[src/rtl/kbd_pkg.sv]
package kbd_pkg;
  localparam int CODE_W = 7;
  localparam int BYTE_W = CODE_W + 1;

  typedef struct packed {
    logic data_rd;   // read in data mirror range
    logic stat_rd;   // read of the status/clear address
    logic clr_wr;    // write in clear range
  } kbd_access_t;
endpackage

[src/rtl/kbd_addr_decode.sv]
module kbd_addr_decode #(
  parameter int          ADDR_W  = 16,
  parameter logic [15:0] IO_BASE = 16'hC000,
  parameter int          MIR_W   = 4
) (
  input  logic [ADDR_W-1:0] addr,
  input  logic              rd,
  input  logic              wr,
  output kbd_pkg::kbd_access_t acc
);
  localparam int WIN_LSB = MIR_W + 1;

  logic in_window;
  logic upper_half;
  logic at_status;

  always_comb begin
    in_window  = (addr[ADDR_W-1:WIN_LSB] == IO_BASE[ADDR_W-1:WIN_LSB]);
    upper_half = addr[MIR_W];
    at_status  = (addr[MIR_W-1:0] == '0);
    acc.data_rd = rd & in_window & ~upper_half;
    acc.stat_rd = rd & in_window & upper_half & at_status;
    acc.clr_wr  = wr & in_window & upper_half;
  end
endmodule

[src/rtl/kbd_latch_core.sv]
module kbd_latch_core
  import kbd_pkg::*;
(
  input  logic              clk,
  input  logic              rst_n,
  input  logic              key_valid,
  input  logic [CODE_W-1:0] key_code,
  input  logic              key_held,
  input  logic              clr_strobe,
  output logic [BYTE_W-1:0] latch_q,
  output logic              down_q
);
  logic [BYTE_W-1:0] latch_d;
  logic              latch_en;
  logic              down_d;

  always_comb begin
    latch_en = key_valid | clr_strobe;
    latch_d  = latch_q;
    if (key_valid)
      latch_d = {1'b1, key_code};
    else if (clr_strobe)
      latch_d = {1'b0, latch_q[CODE_W-1:0]};
    down_d = key_valid | key_held;
  end

  always_ff @(posedge clk or negedge rst_n) begin
    if (!rst_n) begin
      latch_q <= '0;
      down_q  <= 1'b0;
    end else begin
      if (latch_en) latch_q <= latch_d;
      down_q <= down_d;
    end
  end

  // a key always loads code and strobe, even against a clear
  a_r1_key_load: assert property (@(posedge clk) disable iff (!rst_n)
    key_valid |=> (latch_q == {1'b1, $past(key_code)}));
  // clear without a key drops bit 7 and keeps the code
  a_r5_clear_keeps_code: assert property (@(posedge clk) disable iff (!rst_n)
    (clr_strobe && !key_valid) |=> (!latch_q[BYTE_W-1] && latch_q[CODE_W-1:0] == $past(latch_q[CODE_W-1:0])));
  // no key and no clear leaves the latch alone
  a_r3_hold: assert property (@(posedge clk) disable iff (!rst_n)
    (!clr_strobe && !key_valid) |=> $stable(latch_q));
  // a key pulse always shows as held next cycle
  a_r2_down_on_key: assert property (@(posedge clk) disable iff (!rst_n)
    key_valid |=> down_q);
endmodule

[src/rtl/kbd_rd_mux.sv]
module kbd_rd_mux
  import kbd_pkg::*;
(
  input  logic              clk,
  input  logic              rst_n,
  input  kbd_access_t       acc,
  input  logic [BYTE_W-1:0] latch_q,
  input  logic              down_q,
  output logic [BYTE_W-1:0] rd_data,
  output logic              rd_valid
);
  logic [BYTE_W-1:0] data_d;
  logic              valid_d;
  logic              data_en;

  always_comb begin
    valid_d = acc.data_rd | acc.stat_rd;
    data_en = valid_d;
    data_d  = acc.data_rd ? latch_q : {down_q, {CODE_W{1'b0}}};
  end

  always_ff @(posedge clk or negedge rst_n) begin
    if (!rst_n) begin
      rd_valid <= 1'b0;
      rd_data  <= '0;
    end else begin
      rd_valid <= valid_d;
      if (data_en) rd_data <= data_d;
    end
  end

  // status reads carry only bit 7
  a_r4_status_shape: assert property (@(posedge clk) disable iff (!rst_n)
    acc.stat_rd |=> (rd_valid && rd_data[CODE_W-1:0] == '0));
  // a cycle with no decoded read yields no response
  a_r8_no_spurious: assert property (@(posedge clk) disable iff (!rst_n)
    !(acc.data_rd || acc.stat_rd) |=> !rd_valid);
endmodule

[src/rtl/kbd_latch_top.sv]
module kbd_latch_top #(
  parameter int          ADDR_W  = 16,
  parameter logic [15:0] IO_BASE = 16'hC000,
  parameter int          MIRRORS = 16
) (
  input  logic        clk,
  input  logic        rst_n,
  input  logic        key_valid,
  input  logic [6:0]  key_code,
  input  logic        key_held,
  input  logic [15:0] cpu_addr,
  input  logic        cpu_rd,
  input  logic        cpu_wr,
  output logic [7:0]  rd_data,
  output logic        rd_valid
);
  import kbd_pkg::*;
  localparam int MIR_W = $clog2(MIRRORS);

  kbd_access_t       acc;
  logic [BYTE_W-1:0] latch_q;
  logic              down_q;
  logic              clr_strobe;

  kbd_addr_decode #(.ADDR_W(ADDR_W), .IO_BASE(IO_BASE), .MIR_W(MIR_W)) u_dec (
    .addr(cpu_addr[ADDR_W-1:0]), .rd(cpu_rd), .wr(cpu_wr), .acc(acc));

  always_comb clr_strobe = acc.stat_rd | acc.clr_wr;

  kbd_latch_core u_core (
    .clk(clk), .rst_n(rst_n), .key_valid(key_valid), .key_code(key_code),
    .key_held(key_held), .clr_strobe(clr_strobe), .latch_q(latch_q), .down_q(down_q));

  kbd_rd_mux u_mux (
    .clk(clk), .rst_n(rst_n), .acc(acc), .latch_q(latch_q), .down_q(down_q),
    .rd_data(rd_data), .rd_valid(rd_valid));

  // a response only follows a CPU read
  a_r3_valid_after_read: assert property (@(posedge clk) disable iff (!rst_n)
    rd_valid |-> $past(cpu_rd));
endmodule

[config.mk]
export PLATFORM = sky130hd
export DESIGN_NAME = kbd_latch_top
export DESIGN_NICKNAME = d
export VERILOG_FILES = /design/src/rtl/kbd_pkg.sv /design/src/rtl/kbd_addr_decode.sv /design/src/rtl/kbd_latch_core.sv /design/src/rtl/kbd_rd_mux.sv /design/src/rtl/kbd_latch_top.sv
export SDC_FILE = /design/constraint.sdc
export NUM_CORES = 1
export LEC_CHECK = 0
export ABC_AREA = 1
export ABC_CLOCK_PERIOD_IN_PS = 800
export BUFFER_PORTS_ARGS = -buffer_cell sky130_fd_sc_hd__buf_2
export CORE_ASPECT_RATIO = 0.75
export CORE_MARGIN = 3
export CORE_UTILIZATION = 46
export CTS_BUF_LIST = sky130_fd_sc_hd__clkbuf_16
export CTS_CLUSTER_DIAMETER = 80
export DETAILED_ROUTE_END_ITERATION = 10
export PLACE_DENSITY_LB_ADDON = 0.08
export SETUP_SLACK_MARGIN = 0.2
export SYNTH_ARGS = -nofsm -noshare
export SYNTH_HDL_FRONTEND = slang
export SYNTH_SLANG_ARGS = --single-unit
[constraint.sdc]
create_clock -name clk -period 0.8 [get_ports clk]
set_input_delay 0.08 -clock clk [delete_from_list [all_inputs] [get_ports clk]]
set_output_delay 0.08 -clock clk [all_outputs]
set_load 0.02 [all_outputs]
Yosys cells after proc, flatten, opt, wreduce, memory -nomap -nowiden
Index checks and enable logic that the tools add are counted.
{"block": "word_totals", "reg_bits": 18, "output_inout_bits": 9, "input_bits": 29, "wordCells": 24}
{"block": "classes", "mux": 3, "n_reduce_logical": 4, "bitwise_logic": 11, "eq_ne": 1}
{"cell": "8-bit two-way mux", "count": 3}
{"cell": "11-bit equality test (second input constant)", "count": 1}
{"cell": "1-bit AND", "count": 6}
{"cell": "4-bit zero test", "count": 1}
{"cell": "1-bit bitwise OR", "count": 4}
{"cell": "2-bit AND reduction", "count": 2}
{"cell": "2-bit nonzero test", "count": 1}
{"cell": "1-bit inverter", "count": 1}

Depth between registers and ports, before layout
Gate-level depths: netlist (run 1).
{"block": "logic_depth", "word_depth": 7, "mapped_depth": 8, "mapped_depth_nobuf": 8}

Cells and area by module
Synthesis (run 1) repeated with hierarchy kept, for this count alone.
{"block": "hier_totals", "cells_unflattened": 94, "hier_area_um2": 805.8}
{"mod": "kbd_rd_mux", "cells_per_inst": 38, "seq_area_each_um2": 225.2, "instances": 1, "area_each_um2": 362.8}
{"mod": "kbd_latch_core", "cells_per_inst": 36, "seq_area_each_um2": 225.2, "instances": 1, "area_each_um2": 336.6}
{"mod": "kbd_addr_decode", "cells_per_inst": 17, "seq_area_each_um2": 0.0, "instances": 1, "area_each_um2": 95.1}
{"mod": "kbd_latch_top", "cells_per_inst": 3, "seq_area_each_um2": 0.0, "instances": 1, "area_each_um2": 11.3}

Worst setup path after synthesis (run 1)
OpenSTA, ideal clock, no wires.
{"block": "synth_path", "path_type": "input to register", "from": "input cpu_addr[11]", "to": "register u_mux.rd_data[0]", "arrival_time_ns": 0.785, "setup_ns": 0.119, "required_ns": 0.681, "path_buffers": 0, "path_slack_ns": -0.104, "stages": 8, "path_cell_list": "inv_1 -> nand2_2 -> nor2_4 -> inv_2 -> nor2_4 -> nand3_4 -> nand3_1 -> o21ai_2"}
{"block": "synth_between", "elab_chain_len": 5, "elab_cells_between_ends": 7, "cone_classes": "1 x eq/ne; 1 x mux; 5 x bitwise"}
{"element": "from (decl)", "line_no": "kbd_latch_top.sv:11", "source": "input logic [15:0] cpu_addr,"}
{"element": "11-bit equality test (*)", "line_no": "kbd_addr_decode.sv:18", "source": "in_window = (addr[ADDR_W-1:WIN_LSB] == IO_BASE[ADDR_W-1:WIN_LSB]);"}
{"element": "1-bit AND (*)", "line_no": "kbd_addr_decode.sv:21, kbd_addr_decode.sv:22"}
{"element": "1-bit AND (2 in a row)", "line_no": "kbd_addr_decode.sv:22", "source": "acc.stat_rd = rd & in_window & upper_half & at_status;"}
{"element": "1-bit bitwise OR", "line_no": "kbd_rd_mux.sv:17", "source": "valid_d = acc.data_rd | acc.stat_rd;"}
{"element": "to (signal assigned)", "line_no": "kbd_rd_mux.sv:28", "source": "if (data_en) rd_data <= data_d;"}
{"element": "to (decl)", "line_no": "kbd_rd_mux.sv:9", "source": "output logic [BYTE_W-1:0] rd_data,"}
Mark *: on every way between the ends. The rest lies on a longest branch, timed or not.
A chain may end at the register's enable or synchronous reset.

Worst setup path in the final report (run 1)
{"block": "layout_path", "from": "input cpu_addr[15]", "to": "register u_mux.rd_data[4]"}
The elaborated chain is that of the path after synthesis.

==> impl_summary.txt, run 1 <==
----------------------------------------------------
[Worst setup path]
  Critical path fanouts, max ... 5
  Required arrival time at the worst endpoint ... 0.94 ns
  WS Path Type ... primary input to flip-flop
  Type of element capturing the critical path ... flip-flop
  Data arrival time of the critical path ... approximately 1.1 ns
  Critical path startpoint category ... primary input

[Run status]
  Outcome ... finished with violations
  Violated checks ... negative hold slack, negative setup slack

[Final layout]
  Most frequent cells in the layout ... 21 x sky130_fd_sc_hd__buf_2, 18 x sky130_fd_sc_hd__dfrtp_1, 15 x sky130_fd_sc_hd__buf_6
  Inserted Diodes ... 0
  Fraction of layout instances using a drive strength above 1 ... approximately two thirds
  Number of nets at the end of the flow ... 186
  Most common cell after layout, fill and taps aside ... sky130_fd_sc_hd__buf_2
  Total of fill cells in the finished design ... 90
  Post-route cell area ... 0.001595 mm2
  Area Overhead vs Synth ... 72.06%

[Drt]
  Via density per instance ... 5.354
  Total via count after detailed routing ... 953
  Number of remaining DRC errors ... 0
  Final WL ... 2844 um
  Average wire length per cell after detail routing ... 15.98 um
  Antenna Violating Nets Remaining ... 0
  Number of detailed-route iterations in the first pass ... 4
  DRT iter0 DRCs ... 27

[Clock tree]
  CTS tree ... yes
  Latest clock arrival within the worst-skew pair ... about 0.25 ns
  Clock transition at the register clock pins on the worst setup and hold paths after CTS ... 0.06 ns
  Cell at the root of the clock tree ... sky130_fd_sc_hd__clkbuf_16
  Clock sink total ... 18
  Maximum clock path buffer count ... 2
  H-Tree Depth ... 1
  Number of clock buffers inserted by TritonCTS ... 3

[Synth]
  Share of synthesized area occupied by flip-flops and latches ... 48.58%
  Net Count, Synth ... 132
  Cells after synthesis ... just over 100
  Syn avg cell area ... 9.001 um2
  Number of library cell types mapped by synthesis ... 19
  Flip-flop and latch count after synthesis ... 18
  Post-synth design cell area ... ~930 um2
  Syn. warnings ... 0

[Power]
  Part of the power in combinational logic ... between 10% and 20%
  Fraction of power spent switching nets ... 24.13%
  Sequential cell fraction of total power ... between 40% and 50%
  Pint ... 0.001757 W
  Net switching component of the power ... 0.0005590 W
  Part of the total power dissipated in the clock network ... 44.1%
  Pwr/cell area ... 1452 mW/mm2
  Static leakage ... 0.7830 nW
  Peak supply drop ... 1701 uV

[Job]
  Count of maximum capacitance violations ... 0

[Timing]
  Maximum clock frequency ... ~1100 MHz
  Final number of setup-violating endpoints ... 18
  Total count of hold-check failures in the final report ... 18
  Worst clock skew ... 0.006753 ns
  Fin. max-slew vios ... 0
  Slack of the critical path ... -0.1259 ns
  Max-slew headroom at the worst pin ... 73.39%
  Setup repair after global routing missed its margin ... true
  Final critical path time including I/O delays and setup ... a little over 0.9 ns
  Worst Max-Slew Pin Slew ... around 0.40 ns
  Share of the cycle needed by the critical path after routing ... 115.7%
  Fin Hold WS ... -0.2525 ns

[Floorplanning]
  Core Box Area ... ~0.0018 mm2
  Total number of placement rows ... 13
  Chip Width ... slightly below 60 um
  Number of placed I/O pins ... 38
  Floorplan die height ... 44.88 um
  Total Die Area ... 0.002596 mm2
  Starting utilization of the core area ... 50.89%

[Placed design]
  Dpl ws ... -0.3590 ns
  Cell area reported after detailed placement ... 0.001237 mm2
  Input/output buffers ... 37
  Sum of net half-perimeters after detailed placement ... 1512 um
  Routability cong. ... between 0.7 and 0.8

[Global route]
  Vias in the first global route ... 891
  Global-route total usage across every layer ... 22.46%
  Total congestion overflow after global routing ... 0
  Largest net degree at the start of global routing ... 19
  Global-route wire length before repair ... 4195 um
  Number of antenna violations at the first check in global routing ... 0

[Worst hold path]
  Kind of path behind the tightest hold check ... primary input to asynchronous set/reset pin

----------------------------------------------------
[worst max-delay path: stages]
cell,delay [ns]
sky130_fd_sc_hd__buf_2,0.11
sky130_fd_sc_hd__nand2_1,0.08
sky130_fd_sc_hd__nor2_1,0.13
sky130_fd_sc_hd__nand3_2,0.12
sky130_fd_sc_hd__nor2_4,0.21
sky130_fd_sc_hd__nand3_4,0.16
sky130_fd_sc_hd__nand3_2,0.12
sky130_fd_sc_hd__o21ai_2,0.05
[logic make-up (layout without fill, tap and decap cells)]
kind of cell    Yosys count  after routing  synth area share, %
simple gates             47             48                30.23
compound gates           16             16                11.47
flops                    18             18                48.58
buf+inv                  22             74                9.716
[per-stage QoR]
| step | instances | utilization, % | TNS, ns | hold WS [ns] | total power [W] |
|---|---|---|---|---|---|
| 2_1_floorplan | 103 | - | -0.6010 | -0.2156 | 0.001078 |
| 4_1_cts | 177 | 84.07 | -0.6918 | -0.2314 | 0.002280 |
| 6_report | 178 | 87.57 | -1.290 | -0.2525 | 0.002316 |
| 3_3_place_gp | 165 | 67.93 | -2.689 | 0.02130 | 0.001210 |
| 5_1_grt | 178 | 87.57 | -1.727 | -0.2196 | 0.002383 |
| 3_5_place_dp | 165 | 67.93 | -2.929 | 0.02547 | 0.001221 |
[Yosys cell counts]
cell / instances / share of area [%]
sky130_fd_sc_hd__nand4_1: 3 / 2.0
sky130_fd_sc_hd__nand2_2: 1 / 0.68
sky130_fd_sc_hd__inv_1: 17 / 6.9
sky130_fd_sc_hd__nor2_4: 3 / 3.6
sky130_fd_sc_hd__nand3_4: 1 / 1.9
sky130_fd_sc_hd__clkbuf_1: 1 / 0.40
sky130_fd_sc_hd__inv_2: 3 / 1.2
sky130_fd_sc_hd__o21ai_2: 7 / 6.6
sky130_fd_sc_hd__nand4_4: 1 / 2.3
sky130_fd_sc_hd__buf_6: 1 / 1.2
sky130_fd_sc_hd__o21ai_0: 7 / 3.8
sky130_fd_sc_hd__dfrtp_1: 18 / 49
sky130_fd_sc_hd__nand3_2: 3 / 3.2
sky130_fd_sc_hd__nor2_1: 7 / 2.8
sky130_fd_sc_hd__nor2_2: 2 / 1.3
sky130_fd_sc_hd__nand3_1: 11 / 5.9
sky130_fd_sc_hd__or2_2: 1 / 0.68
sky130_fd_sc_hd__a21oi_1: 2 / 1.1
sky130_fd_sc_hd__nand2_1: 14 / 5.7
[repair_timing]
item                                    in CTS  in global routing
gates resized for setup                     49                 14
gates cloned                                 2                  0
pin swaps                                   14                 15
hold endpoints to repair                    18                 18
buffers inserted                             6                  1
endpoints found under the setup margin      25                 25
[state kept, by name, summed over array words and instances (netlist names)]
| register | count |
|---|---|
| u_core.latch_q | 8 |
| u_mux.rd_valid | 1 |
| u_core.down_q | 1 |
| u_mux.rd_data | 8 |
[power by group through the flow]
stage	clock network [W]	logic (W)	registers, W
2_1_floorplan	0	0.000105	0.000973
4_1_cts	0.00102	0.000296	0.000963
3_3_place_gp	0	0.000239	0.000971
3_5_place_dp	0	0.000248	0.000973
5_1_grt	0.00105	0.000362	0.000967
6_report	0.00102	0.000332	0.000964
[metal layers]
layer  track usage [%]  vias to the layer above  share of wire (%)  routed length, um
li1                  -                      441                  -                  -
met1             25.68                      466                 39               1106
met2             41.89                       38                 53               1514
met3             5.143                        8                5.8                166
met4             7.407                        0                2.0                 57
met5                 0                        -                  0                  0
[final cells by class]
cell class	instances	area [um2]	share of cell area [%]
clock inverter	1	3.754	0.2353
multi-input combinational	64	514.2	32.24
clock buffer	3	75.07	4.706
timing repair buffer	50	431.7	27.06
inverter	20	92.59	5.804
sequential	18	450.4	28.24
tap	22	27.53	1.725
[worst paths after layout]
check                                        from                end  slack [ns]  cells past startpoint
worst max-delay path                 cpu_addr[15]   u_mux.rd_data[4]       -0.13                      8
max in group asynchronous                   rst_n  u_core.latch_q[7]        0.76                      1
worst max register to register  u_core.latch_q[7]   u_mux.rd_data[7]           0                      4
min in group clk                         key_held      u_core.down_q        0.01                      2
worst min-delay path                        rst_n   u_mux.rd_data[0]       -0.25                      1
worst min register to register  u_core.latch_q[6]  u_core.latch_q[6]        0.51                      2
Note: power is estimated with default switching activity, not from simulation.
==> run 2, diff against run 1 <==
--- a/config.mk
+++ b/config.mk
@@ -5,12 +5,12 @@
 export SDC_FILE = /design/constraint.sdc
 export NUM_CORES = 1
 export LEC_CHECK = 0
-export ABC_AREA = 1
+export ABC_AREA = 0
 export ABC_CLOCK_PERIOD_IN_PS = 800
 export BUFFER_PORTS_ARGS = -buffer_cell sky130_fd_sc_hd__buf_2
 export CORE_ASPECT_RATIO = 0.75
-export CORE_MARGIN = 3
-export CORE_UTILIZATION = 46
+export CORE_MARGIN = 2
+export CORE_UTILIZATION = 44
 export CTS_BUF_LIST = sky130_fd_sc_hd__clkbuf_16
 export CTS_CLUSTER_DIAMETER = 80
 export DETAILED_ROUTE_END_ITERATION = 10
==> run 2 against run 1 <==
Against the previous run:
- the run still ends with negative hold slack, negative setup slack left
- sequential power rose by 1%
- combinational power fell by 37%
- clock power fell by 3%
- core utilization fell by 17 points
==> impl_summary.txt, run 2 <==
----------------------------------------------------
[Run status]
  Outcome ... finished with violations (unchanged)
  Violated checks ... negative hold slack, negative setup slack (unchanged)

[Worst hold path]
  Kind of path behind the tightest hold check ... primary input to asynchronous set/reset pin (unchanged)

[Final layout]
  Most common cell after layout, fill and taps aside ... sky130_fd_sc_hd__buf_2 (unchanged)
  Largest regs ... u_core.latch_q x8, u_mux.rd_data x8 (unchanged)
  Most frequent cells in the layout ... 26 x sky130_fd_sc_hd__buf_2, 18 x sky130_fd_sc_hd__dfrtp_1, 12 x sky130_fd_sc_hd__buf_6 (was 21 x sky130_fd_sc_hd__buf_2, 18 x sky130_fd_sc_hd__dfrtp_1, 15 x sky130_fd_sc_hd__buf_6)
  Fraction of layout instances using a drive strength above 1 ... 68.00% (was 67.95%)
  Area Overhead vs Synth ... 55.70% (was 72.06%)
  Post-route cell area ... 0.001214 mm2 (was 0.001595 mm2)
  Inserted Diodes ... 0 (unchanged)
  Total of fill cells in the finished design ... 133 (was 90)
  Number of nets at the end of the flow ... 130 (was 186)

[Synth]
  Number of flops mapped to enable cells by yosys ... 0 (unchanged)
  Post-synth top area share ... 57.78% (was 48.58%)
  Most common library cells after synthesis ... 18 x sky130_fd_sc_hd__dfrtp_1, 7 x sky130_fd_sc_hd__a22o_2, 7 x sky130_fd_sc_hd__mux2_2, 4 x sky130_fd_sc_hd__inv_1 (was 18 x sky130_fd_sc_hd__dfrtp_1, 17 x sky130_fd_sc_hd__inv_1, 14 x sky130_fd_sc_hd__nand2_1, 11 x sky130_fd_sc_hd__nand3_1)
  Dominant cell by count in the synthesized netlist ... sky130_fd_sc_hd__dfrtp_1 (unchanged)
  Post-synth design cell area ... 779.5 um2 (was 927.1 um2)
  Flip-flop and latch count after synthesis ... 18 (unchanged)
  Cell types occupying the most area after synthesis ... sky130_fd_sc_hd__dfrtp_1 58%, sky130_fd_sc_hd__mux2_2 10%, sky130_fd_sc_hd__a22o_2 9.0%, sky130_fd_sc_hd__o211ai_4 2.7%, sky130_fd_sc_hd__nor3_4 2.1% (was sky130_fd_sc_hd__dfrtp_1 49%, sky130_fd_sc_hd__inv_1 6.9%, sky130_fd_sc_hd__o21ai_2 6.6%, sky130_fd_sc_hd__nand3_1 5.9%, sky130_fd_sc_hd__nand2_1 5.7%)
  Syn. warnings ... 0 (unchanged)
  Dominant synthesized flop cell ... sky130_fd_sc_hd__dfrtp_1 (unchanged)
  Cell taking the most area after synthesis ... sky130_fd_sc_hd__dfrtp_1 (unchanged)
  Number of library cell types mapped by synthesis ... 21 (was 19)
  Syn avg cell area ... 14.17 um2 (was 9.001 um2)
  Share of synthesized area occupied by flip-flops and latches ... 57.78% (was 48.58%)
  Cells after synthesis ... 55 (was 103)
  Net Count, Synth ... 84 (was 132)
  Post-synthesis async set-or-reset flop share ... 100.0% (unchanged)

[Worst setup path]
  Critical path's largest stage delay ... 0.54 ns (was 0.21 ns)
  WS Path Type ... primary input to flip-flop (unchanged)
  Cells traversed along the worst timing path ... buf_6 > or4_4 > nor3_4 > o211ai_4 > a22o_2 (was buf_2 > nand2_1 > nor2_1 > nand3_2 > nor2_4 > nand3_4 > nand3_2 > o21ai_2)
  Critical path startpoint category ... primary input (unchanged)
  Critical Path Slowest Stage Cell ... sky130_fd_sc_hd__or4_4 (was sky130_fd_sc_hd__nor2_4)
  Critical path fanouts, max ... 8 (was 5)
  Data arrival time of the critical path ... 1.45 ns (was 1.06 ns)
  Required arrival time at the worst endpoint ... 0.93 ns (was 0.94 ns)
  Type of element capturing the critical path ... flip-flop (unchanged)

[Timing]
  Fin Hold WS ... -0.2486 ns (was -0.2525 ns)
  Share of the cycle needed by the critical path after routing ... 164.9% (was 115.7%)
  Worst Max-Slew Pin Slew ... 0.3878 ns (was 0.3991 ns)
  Total count of hold-check failures in the final report ... 18 (unchanged)
  Total negative slack ... -5.132 ns (was -1.290 ns)
  Setup repair after global routing missed its margin ... true (unchanged)
  Final number of setup-violating endpoints ... 19 (was 18)
  Worst clock skew ... 0.0008627 ns (was 0.006753 ns)
  Fin. max-slew vios ... 0 (unchanged)
  Maximum clock frequency ... 758.1 MHz (was 1080 MHz)
  Max-slew headroom at the worst pin ... 74.15% (was 73.39%)
  Final critical path time including I/O delays and setup ... 1.319 ns (was 0.9259 ns)
  Slack of the critical path ... -0.5191 ns (was -0.1259 ns)

[Floorplanning]
  Core Box Area ... 0.001708 mm2 (was 0.001822 mm2)
  Floorplan die height ... 40.45 um (was 44.88 um)
  Total Die Area ... 0.002128 mm2 (was 0.002596 mm2)
  Chip Width ... 52.60 um (was 57.84 um)
  Starting utilization of the core area ... 45.64% (was 50.89%)
  Total number of placement rows ... 13 (unchanged)
  Number of placed I/O pins ... 38 (unchanged)

[Placed design]
  Cell area reported after detailed placement ... 0.001016 mm2 (was 0.001237 mm2)
  Input/output buffers ... 37 (unchanged)
  Sum of net half-perimeters after detailed placement ... 1243 um (was 1512 um)
  Dpl ws ... -0.7780 ns (was -0.3590 ns)
  Routability cong. ... 0.7399 (was 0.7889)

[Job]
  Count of maximum capacitance violations ... 0 (unchanged)

[Drt]
  Final WL ... 1785 um (was 2844 um)
  Number of detailed-route iterations in the first pass ... 4 (unchanged)
  DRT iter0 DRCs ... 3 (was 27)
  Number of remaining DRC errors ... 0 (unchanged)
  Average wire length per cell after detail routing ... 14.63 um (was 15.98 um)
  Total via count after detailed routing ... 624 (was 953)
  Via density per instance ... 5.115 (was 5.354)
  Antenna Violating Nets Remaining ... 0 (unchanged)

[Clock tree]
  Maximum clock path buffer count ... 2 (unchanged)
  Number of clock buffers inserted by TritonCTS ... 3 (unchanged)
  H-Tree Depth ... 1 (unchanged)
  Cell at the root of the clock tree ... sky130_fd_sc_hd__clkbuf_16 (unchanged)
  Latest clock arrival within the worst-skew pair ... 0.24 ns (was 0.25 ns)
  CTS tree ... yes (unchanged)
  Clock transition at the register clock pins on the worst setup and hold paths after CTS ... 0.05 ns (was 0.06 ns)
  Clock sink total ... 18 (unchanged)

[Global route]
  Largest net degree at the start of global routing ... 19 (unchanged)
  Number of antenna violations at the first check in global routing ... 0 (unchanged)
  Global-route total usage across every layer ... 19.64% (was 22.46%)
  Total congestion overflow after global routing ... 0 (unchanged)
  Global-route wire length before repair ... 2780 um (was 4195 um)
  Vias in the first global route ... 621 (was 891)

[Power]
  Pwr/cell area ... 1789 mW/mm2 (was 1452 mW/mm2)
  Static leakage ... 0.6456 nW (was 0.7830 nW)
  Design Power ... 0.002171 W (was 0.002316 W)
  Peak supply drop ... 1146 uV (was 1701 uV)

----------------------------------------------------
==> run 2: cell types whose count changed in the layout (fill, tap and decap cells not counted), moves of 5 or more <==
cell	before	now
sky130_fd_sc_hd__nor2_1	7	0
sky130_fd_sc_hd__mux2_4	0	7
sky130_fd_sc_hd__buf_2	21	26
sky130_fd_sc_hd__nand2_1	10	0
sky130_fd_sc_hd__o21ai_2	13	0
sky130_fd_sc_hd__nand3_2	11	0
sky130_fd_sc_hd__nor2_4	5	0
sky130_fd_sc_hd__a22o_2	0	7
sky130_fd_sc_hd__buf_4	10	5
sky130_fd_sc_hd__inv_2	12	0
==> run 2: final cells by class <==
| cell class | instances | area (um2) | share of cell area [%] |
|---|---|---|---|
| inverter | 4 | 15.01 | 1.237 |
| clock buffer | 3 | 75.07 | 6.186 |
| multi-input combinational | 31 | 339.1 | 27.94 |
| clock inverter | 1 | 3.754 | 0.3093 |
| timing repair buffer | 43 | 302.8 | 24.95 |
| tap | 22 | 27.53 | 2.268 |
| sequential | 18 | 450.4 | 37.11 |
==> run 2: report_power, final <==
part / internal [W] / switching (W) / leakage (nW) / total (W)
logic: 0.000130 / 0.0000781 / 0.380 / 0.000208
clock network: 0.000664 / 0.000322 / 0.0385 / 0.000985
registers: 0.000952 / 0.0000258 / 0.227 / 0.000978
total: 0.00175 / 0.000425 / 0.646 / 0.00217
==> run 2: layer usage <==
metal / part of all wire, % / routed length, um / global-route usage, % / vias up
li1: - / - / - / 296
met1: 43 / 763 / 21.99 / 299
met2: 51 / 912 / 36.25 / 24
met3: 5.2 / 92 / 6.716 / 5
met4: 0.95 / 17 / 5.769 / 0
met5: 0 / 0 / 0 / -
==> run 2: critical path, delay by kind of cell <==
kind                   cells  cell delay (ns)
and+or+nand+nor            2             0.83
AOI/OAI and AO/OA          2             0.45
buffers and inverters      1             0.09
==> run 2: what timing repair did <==
| action | 4_1_cts | 5_1_grt |
|---|---|---|
| hold endpoints to repair | 18 | 18 |
| pin swaps | 5 | 0 |
| setup endpoints to repair | 26 | 26 |
| gates resized for setup | 28 | 1 |
| buffers inserted | 2 | 0 |
==> run 2: logic make-up after synthesis <==
| logic type | share of synthesized area [%] |
|---|---|
| flip-flops | 57.78 |
| AND/OR/NAND/NOR | 12.84 |
| multiplexers | 10.11 |
| buffers and inverters | 3.851 |
| AO/OA/AOI/OAI | 15.41 |
==> run 2: final timing paths <==
| kind | from | to | slack, ns | depth (start not counted) |
|---|---|---|---|---|
| max | cpu_addr[7] | u_mux.rd_data[6] | -0.52 | 5 |
| min | rst_n | u_mux.rd_data[5] | -0.25 | 1 |
| min in group clk | key_held | u_core.down_q | 0.03 | 2 |
| max reg2reg | u_mux.rd_data[1] | u_mux.rd_data[1] | -0.05 | 2 |
| min reg2reg | u_core.latch_q[7] | u_core.latch_q[7] | 0.48 | 1 |
| max in group asynchronous | rst_n | u_core.latch_q[2] | 0.77 | 1 |
==> run 2: metrics by stage <==
step | cells | utilization, %
finish | 122 | 71.06
CTS | 122 | 70.77
global placement | 116 | 59.49
global route | 122 | 71.06
floorplan | 55 | -
detailed placement | 116 | 59.49
